--- config.mk ---
export PLATFORM = sky130hd
export DESIGN_NAME = quad_flutter_counter
export DESIGN_NICKNAME = d
export VERILOG_FILES = /design/src/rtl/qc_pkg.sv /design/src/rtl/qc_edge_decode.sv /design/src/rtl/qc_flutter.sv /design/src/rtl/qc_counter.sv /design/src/rtl/quad_flutter_counter.sv
export SDC_FILE = /design/constraint.sdc
export NUM_CORES = 1
export LEC_CHECK = 0
export ABC_CLOCK_PERIOD_IN_PS = 3750
export BUFFER_PORTS_ARGS = -buffer_cell sky130_fd_sc_hd__buf_2
export CORE_MARGIN = 8
export CORE_UTILIZATION = 51
export CTS_CLUSTER_SIZE = 25
export DETAILED_ROUTE_END_ITERATION = 10
export GPL_TIMING_DRIVEN = 0
export PLACE_DENSITY = 0.84
export SETUP_SLACK_MARGIN = 0.15
export SLEW_MARGIN = 5
export SYNTH_ARGS = -nofsm -noshare
export SYNTH_HDL_FRONTEND = slang
export SYNTH_SLANG_ARGS = --single-unit
--- constraint.sdc ---
create_clock -name clk -period 3.75 [get_ports clk]
set_clock_uncertainty 0.1 [all_clocks]
set_input_delay 0.375 -clock clk [delete_from_list [all_inputs] [get_ports clk]]
set_output_delay 0.375 -clock clk [all_outputs]
set_load 0.02 [all_outputs]
--- src/rtl/qc_pkg.sv ---
package qc_pkg;

  typedef enum logic [1:0] {
    QM_OFF    = 2'd0,
    QM_SINGLE = 2'd1,
    QM_DUAL   = 2'd2,
    QM_QUAD   = 2'd3
  } qc_mode_e;

  // Per-cycle channel events relative to the held decoder state
  typedef struct packed {
    logic r0;
    logic f0;
    logic r1;
    logic f1;
    logic ch0;
    logic ch1;
    logic fwd;
    logic rev;
    logic bad;
  } qc_evt_t;

endpackage

--- src/rtl/qc_edge_decode.sv ---
module qc_edge_decode
  import qc_pkg::*;
(
  input  logic [1:0] prv,
  input  logic [1:0] cur,
  output qc_evt_t    ev
);

  always_comb begin
    ev     = '0;
    ev.ch0 = prv[0] ^ cur[0];
    ev.ch1 = prv[1] ^ cur[1];
    ev.r0  = ev.ch0 & cur[0];
    ev.f0  = ev.ch0 & ~cur[0];
    ev.r1  = ev.ch1 & cur[1];
    ev.f1  = ev.ch1 & ~cur[1];
    ev.bad = ev.ch0 & ev.ch1;
    case ({prv, cur})
      4'b00_10, 4'b10_11, 4'b11_01, 4'b01_00: ev.fwd = 1'b1;
      4'b00_01, 4'b01_11, 4'b11_10, 4'b10_00: ev.rev = 1'b1;
      default: ;
    endcase
  end

endmodule

--- src/rtl/qc_flutter.sv ---
module qc_flutter
  import qc_pkg::*;
#(
  parameter int LIM = 4
) (
  input  logic    clk,
  input  logic    rst,
  input  logic    clr,
  input  logic    en,
  input  qc_evt_t ev,
  output logic    act,
  output logic    start,
  output logic    fin
);

  localparam int FW = $clog2(LIM + 1);
  localparam logic [FW-1:0] TOP  = FW'(LIM);
  localparam logic [FW-1:0] LAST = FW'(LIM - 1);

  logic [3:0]    own;
  logic [3:0]    oth;
  logic [3:0]    reach;
  logic [FW-1:0] fc [4];
  logic          quiet;     // 0: channel 0 is the still one
  logic          hit_c0;
  logic          hit_c1;
  logic          quiet_edge;

  // index 0: ch0 rise, 1: ch0 fall, 2: ch1 rise, 3: ch1 fall
  assign own = {ev.f1, ev.r1, ev.f0, ev.r0};
  assign oth = {ev.ch0, ev.ch0, ev.ch1, ev.ch1};

  for (genvar i = 0; i < 4; i++) begin : g_edge
    always_ff @(posedge clk) begin
      if (rst || clr || !en)            fc[i] <= '0;
      else if (own[i])                  fc[i] <= '0;
      else if (oth[i] && fc[i] != TOP)  fc[i] <= fc[i] + 1'b1;
    end
    assign reach[i] = (fc[i] == LAST) && !own[i] && oth[i];
  end

  assign hit_c0     = reach[0] | reach[1];
  assign hit_c1     = reach[2] | reach[3];
  assign quiet_edge = quiet ? ev.ch1 : ev.ch0;

  always_ff @(posedge clk) begin
    if (rst || clr || !en) begin
      act   <= 1'b0;
      quiet <= 1'b0;
      start <= 1'b0;
      fin   <= 1'b0;
    end else begin
      start <= 1'b0;
      fin   <= 1'b0;
      if (act) begin
        if (quiet_edge) begin
          act <= 1'b0;
          fin <= 1'b1;
        end
      end else if (hit_c0 || hit_c1) begin
        act   <= 1'b1;
        quiet <= !hit_c0;
        start <= 1'b1;
      end
    end
  end

endmodule

--- src/rtl/qc_counter.sv ---
module qc_counter #(
  parameter int W = 24
) (
  input  logic         clk,
  input  logic         rst,
  input  logic         clr,
  input  logic         inc,
  input  logic [W-1:0] thr,
  output logic [W-1:0] cnt,
  output logic         ovf,
  output logic         hit
);

  localparam logic [W-1:0] TOP = '1;

  logic [W-1:0] nxt;
  assign nxt = cnt + W'(1);

  always_ff @(posedge clk) begin
    if (rst || clr) begin
      cnt <= '0;
      ovf <= 1'b0;
      hit <= 1'b0;
    end else begin
      ovf <= inc && (cnt == TOP);
      hit <= inc && (nxt == thr);
      if (inc) cnt <= nxt;
    end
  end

endmodule

--- src/rtl/quad_flutter_counter.sv ---
module quad_flutter_counter
  import qc_pkg::*;
#(
  parameter int CNT_W    = 24,
  parameter int FLUT_LIM = 4
) (
  input  logic             clk,
  input  logic             rst,
  input  logic             cfg_load,
  input  logic [1:0]       mode,
  input  logic             ch0,
  input  logic             ch1,
  input  logic [CNT_W-1:0] thr0,
  input  logic [CNT_W-1:0] thr1,
  input  logic             fl_stop,
  input  logic             fl_dual,
  output logic [CNT_W-1:0] cnt0,
  output logic [CNT_W-1:0] cnt1,
  output logic [1:0]       dir_hist,
  output logic             qerr,
  output logic             flut_act,
  output logic             flut_start,
  output logic             flut_end,
  output logic             thr_hit0,
  output logic             thr_hit1,
  output logic             ovf0,
  output logic             ovf1
);

  localparam int NCH = 2;

  qc_mode_e   md;
  logic [1:0] st_q;
  logic [1:0] cur;
  qc_evt_t    ev;
  logic       is_quad;
  logic       fall_back;
  logic       frozen;
  logic       dual_style;
  logic       quad_live;
  logic       flut_en;
  logic [NCH-1:0]   inc;
  logic [CNT_W-1:0] thr_v [NCH];
  logic [CNT_W-1:0] cnt_v [NCH];
  logic [NCH-1:0]   ovf_v;
  logic [NCH-1:0]   hit_v;

  assign md  = qc_mode_e'(mode);
  assign cur = {ch1, ch0};

  qc_edge_decode u_dec (
    .prv (st_q),
    .cur (cur),
    .ev  (ev)
  );

  assign is_quad    = (md == QM_QUAD);
  assign fall_back  = is_quad && fl_dual && flut_act;
  assign frozen     = is_quad && fl_stop && !fl_dual && flut_act;
  assign dual_style = (md == QM_DUAL) || fall_back;
  assign quad_live  = is_quad && !fall_back;
  assign flut_en    = (md == QM_DUAL) || is_quad;

  always_comb begin
    inc = '0;
    if (!frozen) begin
      inc[0] = ((md == QM_SINGLE) && ev.r0) || (dual_style && ev.r0) ||
               (quad_live && ev.fwd);
      inc[1] = (dual_style && ev.r1) || (quad_live && ev.rev);
    end
  end

  qc_flutter #(.LIM(FLUT_LIM)) u_flut (
    .clk   (clk),
    .rst   (rst),
    .clr   (cfg_load),
    .en    (flut_en),
    .ev    (ev),
    .act   (flut_act),
    .start (flut_start),
    .fin   (flut_end)
  );

  assign thr_v[0] = thr0;
  assign thr_v[1] = thr1;

  for (genvar k = 0; k < NCH; k++) begin : g_cnt
    qc_counter #(.W(CNT_W)) u_cnt (
      .clk (clk),
      .rst (rst),
      .clr (cfg_load),
      .inc (inc[k]),
      .thr (thr_v[k]),
      .cnt (cnt_v[k]),
      .ovf (ovf_v[k]),
      .hit (hit_v[k])
    );
  end

  assign cnt0     = cnt_v[0];
  assign cnt1     = cnt_v[1];
  assign ovf0     = ovf_v[0];
  assign ovf1     = ovf_v[1];
  assign thr_hit0 = hit_v[0];
  assign thr_hit1 = hit_v[1];

  always_ff @(posedge clk) begin
    if (rst || cfg_load) begin
      st_q     <= 2'b00;
      dir_hist <= 2'b00;
      qerr     <= 1'b0;
    end else begin
      st_q <= cur;
      qerr <= quad_live && ev.bad;
      if (quad_live && (ev.fwd || ev.rev))
        dir_hist <= {dir_hist[0], ev.fwd};
    end
  end

endmodule

; ---- Word-level counts from Yosys, hierarchy flattened
; Memory sizes are Yosys's and may differ from the RTL's.
; Index checks and enable logic that the tools add are counted.
[word_totals]
elab_cells = 160
mem_bits_rw = 12
mem_bits_ro = 0
input_bits = 57
output_inout_bits = 58
register_bits = 61
latch_bits = 0
n_memories = 1
[memory_table]
columns = name, depth, width, read_ports, rd_clocked_by_memory_dff, wr, line_no
row1 = u_flut.fc, 4, 3, 4, 0, 4, qc_flutter.sv:23  ; logic [FW-1:0] fc [4];
[op_classes]
div = 0
addsub = 6
bitwise_logic = 20
mul = 0
shift = 0
reduce_logical = 51
magnitude_cmp = 0
eq_ne = 23
n_mux = 46
[op_table]
columns = cell, count
row1 = "adder 24 x 1 -> 24 bit, second input constant", 2
row2 = equality test 24 bit, 2
row3 = "equality test 24 bit, second input constant", 2
row4 = 2-to-1 mux 1 bit, 37
row5 = logical AND 1 bit, 29
row6 = 2-to-1 mux 3 bit, 8
row7 = "equality test 4 bit, second input constant", 4
row8 = "adder 3 x 1 -> 3 bit, second input constant", 4
row9 = "equality test 3 x 2 -> 1 bit, second input constant", 4
row10 = "!= test 3 bit, second input constant", 4
row11 = OR 1 bit, 10
row12 = logical OR 1 bit, 9
row13 = "equality test 4 x 3 -> 1 bit, second input constant", 2
row14 = zero test 1 bit, 8
row15 = OR reduction 4 bit, 2
row16 = AND 1 bit, 5
row17 = "equality test 2 bit, second input constant", 2
row18 = "equality test 4 x 1 -> 1 bit, second input constant", 1
row19 = "equality test 4 x 2 -> 1 bit, second input constant", 1
row20 = OR reduction 2 bit, 2
row21 = NOT 1 bit, 3
row22 = "equality test 2 x 1 -> 1 bit, second input constant", 1
row23 = 2-to-1 mux 2 bit, 1
row24 = AND reduction 2 bit, 1
row25 = bitwise XOR 1 bit, 2

; ---- Longest topological paths before layout
; Gate-level depths: netlist of the first run.
[logic_depth]
depth_word = 9
depth_mapped = 10
mapped_depth_nobuf = 9

; ---- Cells and area by module
; Synthesis of the first run repeated with hierarchy kept, for this count alone.
[hier_totals]
hier_cells = 622
area_unflattened_um2 = 5132.4
[modules_own_cells]
columns = mod, area_per_inst_um2, cells_each, instances, seq_area_each_um2
row1 = qc_counter, 1926.8, 243, 2, 520.5
row2 = qc_flutter, 918.4, 91, 1, 440.4
row3 = quad_flutter_counter, 256.5, 30, 1, 100.1
row4 = qc_edge_decode, 103.8, 15, 1, 0.0

; ---- Least setup slack after synthesis of the first run
; No wires, ideal clock.
[synth_path]
kind = reg-to-reg
startpoint = register g_cnt[0].u_cnt.cnt[0]
endpoint = register g_cnt[0].u_cnt.hit
required_time_ns = 3.547
period_less_slack_ns = 2.546
setup_slack_ns = 1.204
setup_time_ns = 0.103
arrival_time_ns = 2.343
path_stages_with_launch = 9
path_buffers = 0
cell_sequence = dfxtp_1 -> ha_1 -> nand4_1 -> nor4_4 -> nand3_2 -> xor2_1 -> a2111oi_4 -> nand4_1 -> a2111oi_2
[synth_between]
elab_chain_cells = 3
[synth_lines]
columns = element, line_no
row1 = start: declaration, qc_counter.sv:9  ; output logic [W-1:0] cnt,
row2 = start signal: assignment, qc_counter.sv:27  ; if (inc) cnt <= nxt;
row3 = adder 24 x 1 -> 24 bit, qc_counter.sv:17  ; assign nxt = cnt + W'(1);
row4 = equality test 24 bit, qc_counter.sv:26  ; hit <= inc && (nxt == thr);
row5 = logical AND 1 bit, qc_counter.sv:26
row6 = end signal: assignment, qc_counter.sv:26
row7 = end: declaration, qc_counter.sv:11  ; output logic hit
; Every way passes these cells.
; A chain may end at the register's enable or synchronous reset.

; ---- Worst setup path in the final report of the first run
[layout_path]
startpoint = register g_cnt[1].u_cnt.cnt[0]
endpoint = register g_cnt[1].u_cnt.hit
[layout_between]
elab_chain_cells = 3
[layout_lines]
columns = element, line_no
row1 = start: declaration, qc_counter.sv:9
row2 = start signal: assignment, qc_counter.sv:27
row3 = adder 24 x 1 -> 24 bit, qc_counter.sv:17
row4 = equality test 24 bit, qc_counter.sv:26
row5 = logical AND 1 bit, qc_counter.sv:26
row6 = end signal: assignment, qc_counter.sv:26
row7 = end: declaration, qc_counter.sv:11
; Every way passes these cells.

==> results of run 1 <==
[cells by family after synthesis]
family,Yosys count,share of synthesized area (%)
DFF,73,32.0
muxes,2,0.405
and+or+nand+nor,269,29.6
AOI/OAI and AO/OA,83,11.4
adders and majority gates,18,4.56
buffers and inverters,49,4.00
xor gates and xnor gates,100,18.0
[worst paths after layout]
| check | depth (start not counted) | endpoint | slack (ns) |
|---|---|---|---|
| setup / recovery | 8 | g_cnt[1].u_cnt.hit$_SDFF_PP0_ | 0.91 |
| hold / removal | 3 | st_q[1]$_SDFF_PP0_ | 0.21 |
| setup reg to reg | 8 | g_cnt[1].u_cnt.hit$_SDFF_PP0_ | 0.91 |
| hold reg to reg | 2 | dir_hist[1]$_SDFFE_PP0P_ | 0.40 |
[state kept, by name (all words and copies together), names as in the netlist, 2 cells and up]
signal           cells
dir_hist             2
g_cnt.u_cnt.hit      2
st_q                 2
u_flut.fc           12
g_cnt.u_cnt.cnt     48
g_cnt.u_cnt.ovf      2
[worst max-delay path, cell delays in order, from the launching register on]
cell,delay (ns)
dfxtp_1,0.52
ha_1,0.31
nand3_1,0.22
or2_2,0.38
nor4b_1,0.38
o32ai_1,0.13
nor4_1,0.37
nand4_1,0.17
a221oi_2,0.19
[layer usage]
metal | share of wire, % | GRT usage, %
met1 | 42 | 25.3
met2 | 47 | 34.1
met3 | 8.7 | 6.28
met4 | 2.4 | 8.78
met5 | 0 | 0
[layout make-up]
class,instances,area share (%)
Multi-Input combinational cell,472,53.9
Sequential cell,73,27.0
Inverter,26,1.66
Buffer,23,1.71
Tap cell,133,2.84
Clock inverter,6,1.15
Clock buffer,10,2.18
Timing Repair Buffer,113,9.64
[stage by stage]
stage          instances  power (mW)  hold slack (ns)
2_1_floorplan        594       0.931            0.381
3_3_place_gp         840       0.997            0.381
3_5_place_dp         840        1.00            0.386
4_1_cts              856        1.63            0.187
5_1_grt              856        1.68            0.208
6_report             856        1.62            0.205
[placed cells by master, fill, tap and decap left out, types with 3 or more instances in the layout]
cell and count:
a21boi_0 3, a21oi_1 23, a22oi_1 3, a311oi_1 3, a31oi_1 4, and2_1 3
and3_1 7, and4_1 3, buf_2 118, clkbuf_1 14, clkbuf_2 3, clkbuf_8 9
dfxtp_1 61, edfxtp_1 12, ha_1 18, inv_1 26, nand2_1 50, nand3_1 22
nand4_1 20, nand4_2 3, nor2_1 81, nor2b_1 3, nor3_1 14, nor3b_1 3
nor4_1 12, nor4b_1 3, o21ai_0 23, o32ai_1 3, or2_2 3, or3_1 16
xnor2_1 55, xor2_1 44
[where the power goes]
part	internal, mW	switching (mW)	total, mW
Clock	0.310	0.327	0.637
Sequential	0.801	0.00738	0.809
Combinational	0.0745	0.105	0.179
==> metrics.txt, run 1 <==
outcome completed; Tmin final between 2 and 3 ns; Setup Fix Bufs, Post-CTS 0; crit path launch type register; Setup WS post-layout 0.907 ns; LEAKAGE 2.28 nW; row cnt 36; Initial Util 51.5%; multi-input gate area in the final layout 0.00316 sq mm; detailed-route wire length 13,600 um; Yosys top cell by area dfxtp_1; r2r startpoint g_cnt[1].u_cnt.cnt[0]$_SDFFE_PP0P_; Fill cells 851; post-cts repair resize count 0; Antenna Nets Post-Route 0; first-pass GRT wire length 22,500 um; All-Layer GR Usage 21.0%; H-tree Lvls 3; WP data required roughly 3.9 ns; routed via count 4,823; worst vdd ir 150 uV; Die X ~110 um; Final Wtd Congestion approximately 0.95; Seq cells post-synth 73; vias per cell 5.63; die area 0.0131 sq mm; yosys warns 0; global route overflow 0; Synth Area per Inst 8.31 sq um; main area contributors after synthesis dfxtp_1, xnor2_1, xor2_1; Bufs on Longest Clock Path 2; critical path type reg2reg; n_diodes 0; worst endpoint data arrival time just over 3 ns; # IOs 115; number of global-route vias before repair 4,769; RSZ-0062 raised after global routing false; Main synth FF type dfxtp_1; register area 0.00158 sq mm; type of element capturing the critical path register; Port Buffers ~110; Post-synth EDFFs 12; Max transition margin 38.3%; # setup viols final 0; synth unique cells 70; clock buffer count from CTS 9; Max Cap Viol 0; syn nets 669; Root Buffer clkbuf_8; Core Box Area roughly 0.0096 sq mm; post-synthesis cell count 594; Nets 793; fin util about three fifths; DR WL/cell 15.9 um; pin count of the biggest net entering global routing 14; worst hold start ch1; hpwl dp 10,500 um; top-count cell post-synth nor2_1; crit path launch g_cnt[1].u_cnt.cnt[0]$_SDFFE_PP0P_; TritonRoute pass-1 iters 5; pre-CTS setup slack about 1.0 ns; Synth top area share 24.7%; critical path fanouts, max 6; chip height 114 um; hold buffer count at cts 0; share of cells above drive strength 1 about 23%; Post-Synthesis Cell Area approximately 0.0049 sq mm; final instance area approximately 0.0059 sq mm; clk sinks 73; Clock Latency Late Sink ~0.36 ns; worst slew pin tran 0.921 ns; final hold violation count 0; CTS tree built; antenna violations before repair 0; Fmax 352 MHz; P per Cell Area 277 mW/mm^2; Residual DRC 0; Clk pin slew, worst setup/hold paths ~0.09 ns; Area growth syn-to-layout 18.8%; Async SR Flop Fraction 0%; Final period util 75.8%; sequential area share after synthesis 32.0%; DR iter-0 viols 297; top post-synthesis cells by count nor2_1, dfxtp_1, xnor2_1; setup TNS 0 ns; Final Max Tran Viols 0; Post-DP Area 0.00567 sq mm; Hold Path Class in2reg
Note: power is estimated with default switching activity, not from simulation.
==> inputs of run 2 (changes only) <==
--- a/config.mk
+++ b/config.mk
@@ -5,7 +5,7 @@
 export SDC_FILE = /design/constraint.sdc
 export NUM_CORES = 1
 export LEC_CHECK = 0
-export ABC_CLOCK_PERIOD_IN_PS = 3750
+export ABC_CLOCK_PERIOD_IN_PS = 2650
 export BUFFER_PORTS_ARGS = -buffer_cell sky130_fd_sc_hd__buf_2
 export CORE_MARGIN = 8
 export CORE_UTILIZATION = 51
==> constraint.sdc (replaced) <==
create_clock -name clk -period 2.65 [get_ports clk]
set_clock_uncertainty 0.1 [all_clocks]
set_input_delay 0.265 -clock clk [delete_from_list [all_inputs] [get_ports clk]]
set_output_delay 0.265 -clock clk [all_outputs]
set_load 0.02 [all_outputs]
==> run 2 against run 1 <==
  * Sequential power rose by 41%
  * Utilization grew 1.8 points
  * Non-clock buffer count is 6 higher
  * Hold slack lost 0.097 ns
  * Combinational power is 47% higher
  * Flip-flop and latch count unchanged
  * Global-route usage rose by 0.24 points
  * First-iteration DRC count down 16%
  * Clock-buffer cell count increased by 1
  * Largest power group unchanged
==> metrics.txt, run 2 (same netlist as run 1, synthesis figures left out) <==
outcome completed; WP data required 2.82 ns; Post-DP Area 0.00567 sq mm; antenna violations before repair 0; critical path fanouts, max 6; share of cells above drive strength 1 26.6%; Final Max Tran Viols 0; total power 2.29 mW; fin util a little over three fifths; All-Layer GR Usage 21.3%; Top reg by flops g_cnt.u_cnt.cnt; Area growth syn-to-layout 22.4%; Final period util roughly 95%; # IOs ~120; P per Cell Area 379 mW/mm^2; final hold violation count 0; Tmin final between 2 and 3 ns; # setup viols final 0; grt met2 use 36.1%; Core Box Area 0.00959 sq mm; TritonRoute pass-1 iters 4; met3 Usage GRT 5.33%; Die X roughly 110 um; Nets around 800; CTS tree built; Clk pin slew, worst setup/hold paths 0.08 ns; n_diodes 0; Antenna Nets Post-Route 0; hpwl dp 10,400 um; die area 0.0131 sq mm; RSZ-0062 raised after global routing true; critical path type reg2reg; row cnt 36; Root Buffer clkbuf_8; multi-input gate area in the final layout 0.00325 sq mm; Hold WS 0.108 ns; Post-Layout Cell Count roughly 860; worst slew pin tran slightly below 0.6 ns; gr busiest metal met2; LEAKAGE between 2 and 2.5 nW; number of global-route vias before repair 4,835; Placed Instances 840; max reg flops 48; Setup WS post-layout 0.127 ns; chip height 114 um; most frequent cells in the layout buf_2, nor2_1, xnor2_1; commonest non-fill, non-tap cell in the layout buf_2; DR iter-0 viols 248; M1 GR Usage 25.3%; detailed-route wire length between 10,000 and 15,000 um; clock buffer count from CTS 9; Hold Path Class in2reg; vias per cell 5.59; Port Buffers 113; Clock Latency Late Sink 0.35 ns; final instance area 0.00604 sq mm; crit path launch type register; worst vdd ir 261 uV; global route overflow 0; Fmax 396 MHz; Residual DRC 0; Largest regs g_cnt.u_cnt.cnt (48), u_flut.fc (12); Initial Util between 50% and 60%; Fill cells roughly 830; pin count of the biggest net entering global routing 14; first-pass GRT wire length between 20,000 and 25,000 um; pre-CTS setup slack -0.0387 ns; hold buffer count at cts 0; Final Wtd Congestion 0.912; Max transition margin 60.5%; routed via count 4,818; type of element capturing the critical path register; setup TNS 0 ns; clk sinks 73; DR WL/cell 15.9 um; worst endpoint data arrival time 2.69 ns; Bufs on Longest Clock Path 2; H-tree Lvls 3; register area between 0.0015 and 0.002 sq mm; Max Cap Viol 0
-- run 2: changes by cell type in the layout (fill, tap and decap cells not counted), sizes merged --
| cell | previous run | this run |
|---|---|---|
| buf | 120 | 125 |
| clkbuf | 26 | 28 |
| bufinv | 1 | 0 |
| clkinvlp | 2 | 1 |
| inv | 27 | 28 |
-- run 2: worst max-delay path: stages (launching register included) --
cell and delay, ns:
dfxtp_1 0.33, clkbuf_1 0.25, nand4_1 0.24, nor3_2 0.33, nand3_1 0.24, or4b_2 0.68
a221oi_2 0.26
-- run 2: power by group --
group          internal (mW)  switching, mW  total, mW  leakage (nW)
Sequential              1.13         0.0107       1.14         0.642
Combinational          0.110          0.153      0.263          1.64
Clock                  0.426          0.455      0.881         0.101
-- run 2: worst paths after layout --
kind,startpoint,end,slack (ns),cells after the start
hold / removal,ch1,st_q[1]$_SDFF_PP0_,0.11,3
setup / recovery,g_cnt[1].u_cnt.cnt[8]$_SDFFE_PP0P_,g_cnt[1].u_cnt.hit$_SDFF_PP0_,0.13,6
hold reg to reg,dir_hist[1]$_SDFFE_PP0P_,dir_hist[1]$_SDFFE_PP0P_,0.39,2
setup reg to reg,g_cnt[1].u_cnt.cnt[8]$_SDFFE_PP0P_,g_cnt[1].u_cnt.hit$_SDFF_PP0_,0.13,6
-- run 2: what timing repair did --
action	in CTS	in global routing
pin swaps	5	9
endpoints found under the setup margin	6	20
gates resized for setup	14	23
setup buffers	3	4
gates cloned	0	0
-- run 2: final cells by class --
cell class | count | share of cell area (%)
multi-input cells | 472 | 53.8
flip-flops and latches | 73 | 26.5
repair buffers | 120 | 10.2
well taps | 133 | 2.75
clock buffers | 11 | 2.69
plain buffers | 22 | 1.80
inverters | 26 | 1.62
clock inverters | 5 | 0.580
-- run 2: metal layers --
layer	routed length (um)	share of wire (%)
met4	251	1.8
met5	0	0
met3	1120	8.1
met1	5710	42
met2	6650	48
==> inputs of run 3 (changes only) <==
--- a/config.mk
+++ b/config.mk
@@ -12,7 +12,8 @@
 export CTS_CLUSTER_SIZE = 25
 export DETAILED_ROUTE_END_ITERATION = 10
 export GPL_TIMING_DRIVEN = 0
-export PLACE_DENSITY = 0.84
+export PLACE_DENSITY = 0.72
+export RECOVER_POWER = 50
 export SETUP_SLACK_MARGIN = 0.15
 export SLEW_MARGIN = 5
 export SYNTH_ARGS = -nofsm -noshare
==> run 3 against run 2 <==
  * Flip-flop and latch count unchanged
  * Critical path type unchanged
  * Die area unchanged
  * Clock power down 9.2%
  * Highest routed layer unchanged
  * First-iteration DRC count up 42%
  * Fmax down 0.18%
  * Wire length down 0.60%
  * Combinational power down 2%
  * Sequential share of layout area up 0.33 points
  * Final area down 1.7%
  * Total power down 3.8%
==> metrics.txt, run 3 (same netlist as run 1, synthesis figures left out) <==
outcome completed; Port Buffers 113; Final Max Tran Viols 0; number of global-route vias before repair 4,594; worst endpoint data arrival time 2.70 ns; crit path cell chain ha_2 > nand3_2 > or2_2 > nor4b_2 > o32ai_1 > nor4_1 > nand4_1 > a221oi_2; Bufs on Longest Clock Path 2; Max Cap Viol 0; WP data required 2.82 ns; Pint roughly 1.6 mW; Clock power frac 36.3%; Psw 0.620 mW; final hold violation count 0; Final period util 95.4%; worst slew pin tran ~0.69 ns; Root Buffer clkbuf_8; DR WL/cell 15.9 um; antenna violations before repair 0; TritonRoute pass-1 iters 5; clk sinks 73; hpwl dp 10,300 um; critical path type reg2reg; P per Cell Area between 300 and 400 mW/mm^2; die area 0.0131 sq mm; Clock Latency Late Sink 0.36 ns; global route overflow 0; Initial Util between 50% and 60%; Antenna Nets Post-Route 0; DR iter-0 viols between 300 and 400; Critical-path top delay cell dfxtp_4; Die X 114 um; Top reg by flops g_cnt.u_cnt.cnt; Flop pwr share 52.0%; chip height 114 um; first-pass GRT wire length 21,900 um; worst vdd ir around 270 uV; Max transition margin 53.7%; CTS tree built; Final Wtd Congestion 0.917; crit path launch type register; Hold WS around 0.091 ns; # IOs approximately 120; Largest regs g_cnt.u_cnt.cnt (48), u_flut.fc (12); RSZ-0062 raised after global routing true; Combinational Power Share between 10% and 20%; Clk pin slew, worst setup/hold paths 0.09 ns; Hold Path Class in2reg; most frequent cells in the layout nor2_1, buf_2, clkbuf_1; commonest non-fill, non-tap cell in the layout nor2_1; Core Box Area roughly 0.0096 sq mm; clock buffer count from CTS 9; Tmin final 2.53 ns; max reg flops 48; row cnt 36; setup TNS 0 ns; critical path fanouts, max 6; Nets 797; All-Layer GR Usage 20.7%; WP buf/inv 0; max incr delay on CP between 0.4 and 0.5 ns; detailed-route wire length 13,600 um; Residual DRC 0; type of element capturing the critical path register; hold buffer count at cts 0; Switching Share 28.2%; # setup viols final 0; LEAKAGE 2.14 nW; share of cells above drive strength 1 19.0%; H-tree Lvls 3; vias per cell 5.55; n_diodes 0; crit-path leading delay family simple AND/OR/NAND/NOR gates; pin count of the biggest net entering global routing 14; routed via count roughly 4,800; Fmax 396 MHz; Area growth syn-to-layout 20.3%
-- run 3: cell count changes in the layout (fill, tap and decap cells not counted), moves of 2 or more --
| cell | before | now |
|---|---|---|
| nand3_2 | 2 | 4 |
| clkinvlp_4 | 1 | 4 |
| dfxtp_2 | 8 | 2 |
| clkbuf_4 | 3 | 0 |
| dfxtp_1 | 50 | 56 |
| buf_4 | 9 | 6 |
| nor4b_2 | 0 | 2 |
| buf_2 | 115 | 69 |
| nor4_2 | 2 | 0 |
| nor4b_1 | 3 | 1 |
| clkbuf_1 | 10 | 59 |
-- run 3: repair_timing --
item | in CTS | in global routing
gates resized for setup | 13 | 22
setup buffers | 3 | 2
pin swaps | 5 | 5
endpoints found under the setup margin | 10 | 15
-- run 3: worst paths after layout --
kind / to / start / slack [ns] / cells past startpoint
hold reg to reg: dir_hist[1]$_SDFFE_PP0P_ / dir_hist[1]$_SDFFE_PP0P_ / 0.40 / 2
setup / recovery: g_cnt[1].u_cnt.hit$_SDFF_PP0_ / g_cnt[1].u_cnt.cnt[0]$_SDFFE_PP0P_ / 0.12 / 8
setup reg to reg: g_cnt[1].u_cnt.hit$_SDFF_PP0_ / g_cnt[1].u_cnt.cnt[0]$_SDFFE_PP0P_ / 0.12 / 8
hold / removal: st_q[1]$_SDFF_PP0_ / ch1 / 0.09 / 3
-- run 3: layout make-up --
cell class | instances | area (sq um)
buffer | 22 | 105
timing repair buffer | 118 | 543
tap | 133 | 166
fill | 871 | 3660
clock buffer | 10 | 128
inverter | 26 | 97.6
multi-input combinational | 472 | 3260
sequential | 73 | 1600
clock inverter | 6 | 43.8
-- run 3: per-stage QoR --
step,cells,total power [mW],worst slack [ns],instance area (sq um),utilization (%)
2_1_floorplan,594,1.32,0.152,4940,-
3_3_place_gp,840,1.41,-0.0212,5670,59.1
3_5_place_dp,840,1.42,-0.0209,5670,59.1
4_1_cts,859,2.22,0.0549,5900,61.5
5_1_grt,860,2.30,-0.0288,5940,61.9
6_report,860,2.20,0.123,5940,61.9
-- run 3: worst reg2reg max path, stage by stage, from the launching register on --
cell      delay (ns)
dfxtp_4         0.41
ha_2            0.25
nand3_2         0.14
or2_2           0.38
nor4b_2         0.31
o32ai_1         0.14
nor4_1          0.32
nand4_1         0.19
a221oi_2        0.20
-- run 3: power groups by stage --
stage               sequential, mW  combinational [mW]  clock, mW
floorplan                     1.17               0.146          0
global placement              1.17               0.245          0
detailed placement            1.17               0.251          0
CTS                           1.14               0.254      0.819
global route                  1.14               0.284      0.870
finish                        1.14               0.257      0.800
-- run 3: routing by layer --
| metal | vias up | GRT usage [%] | share of wire [%] |
|---|---|---|---|
| met1 | 2219 | 25.4 | 42 |
| met5 | - | 0 | 0 |
| met2 | 185 | 34.1 | 48 |
| met4 | 0 | 6.12 | 1.7 |
| met3 | 22 | 5.91 | 8.1 |
| li1 | 2351 | - | - |
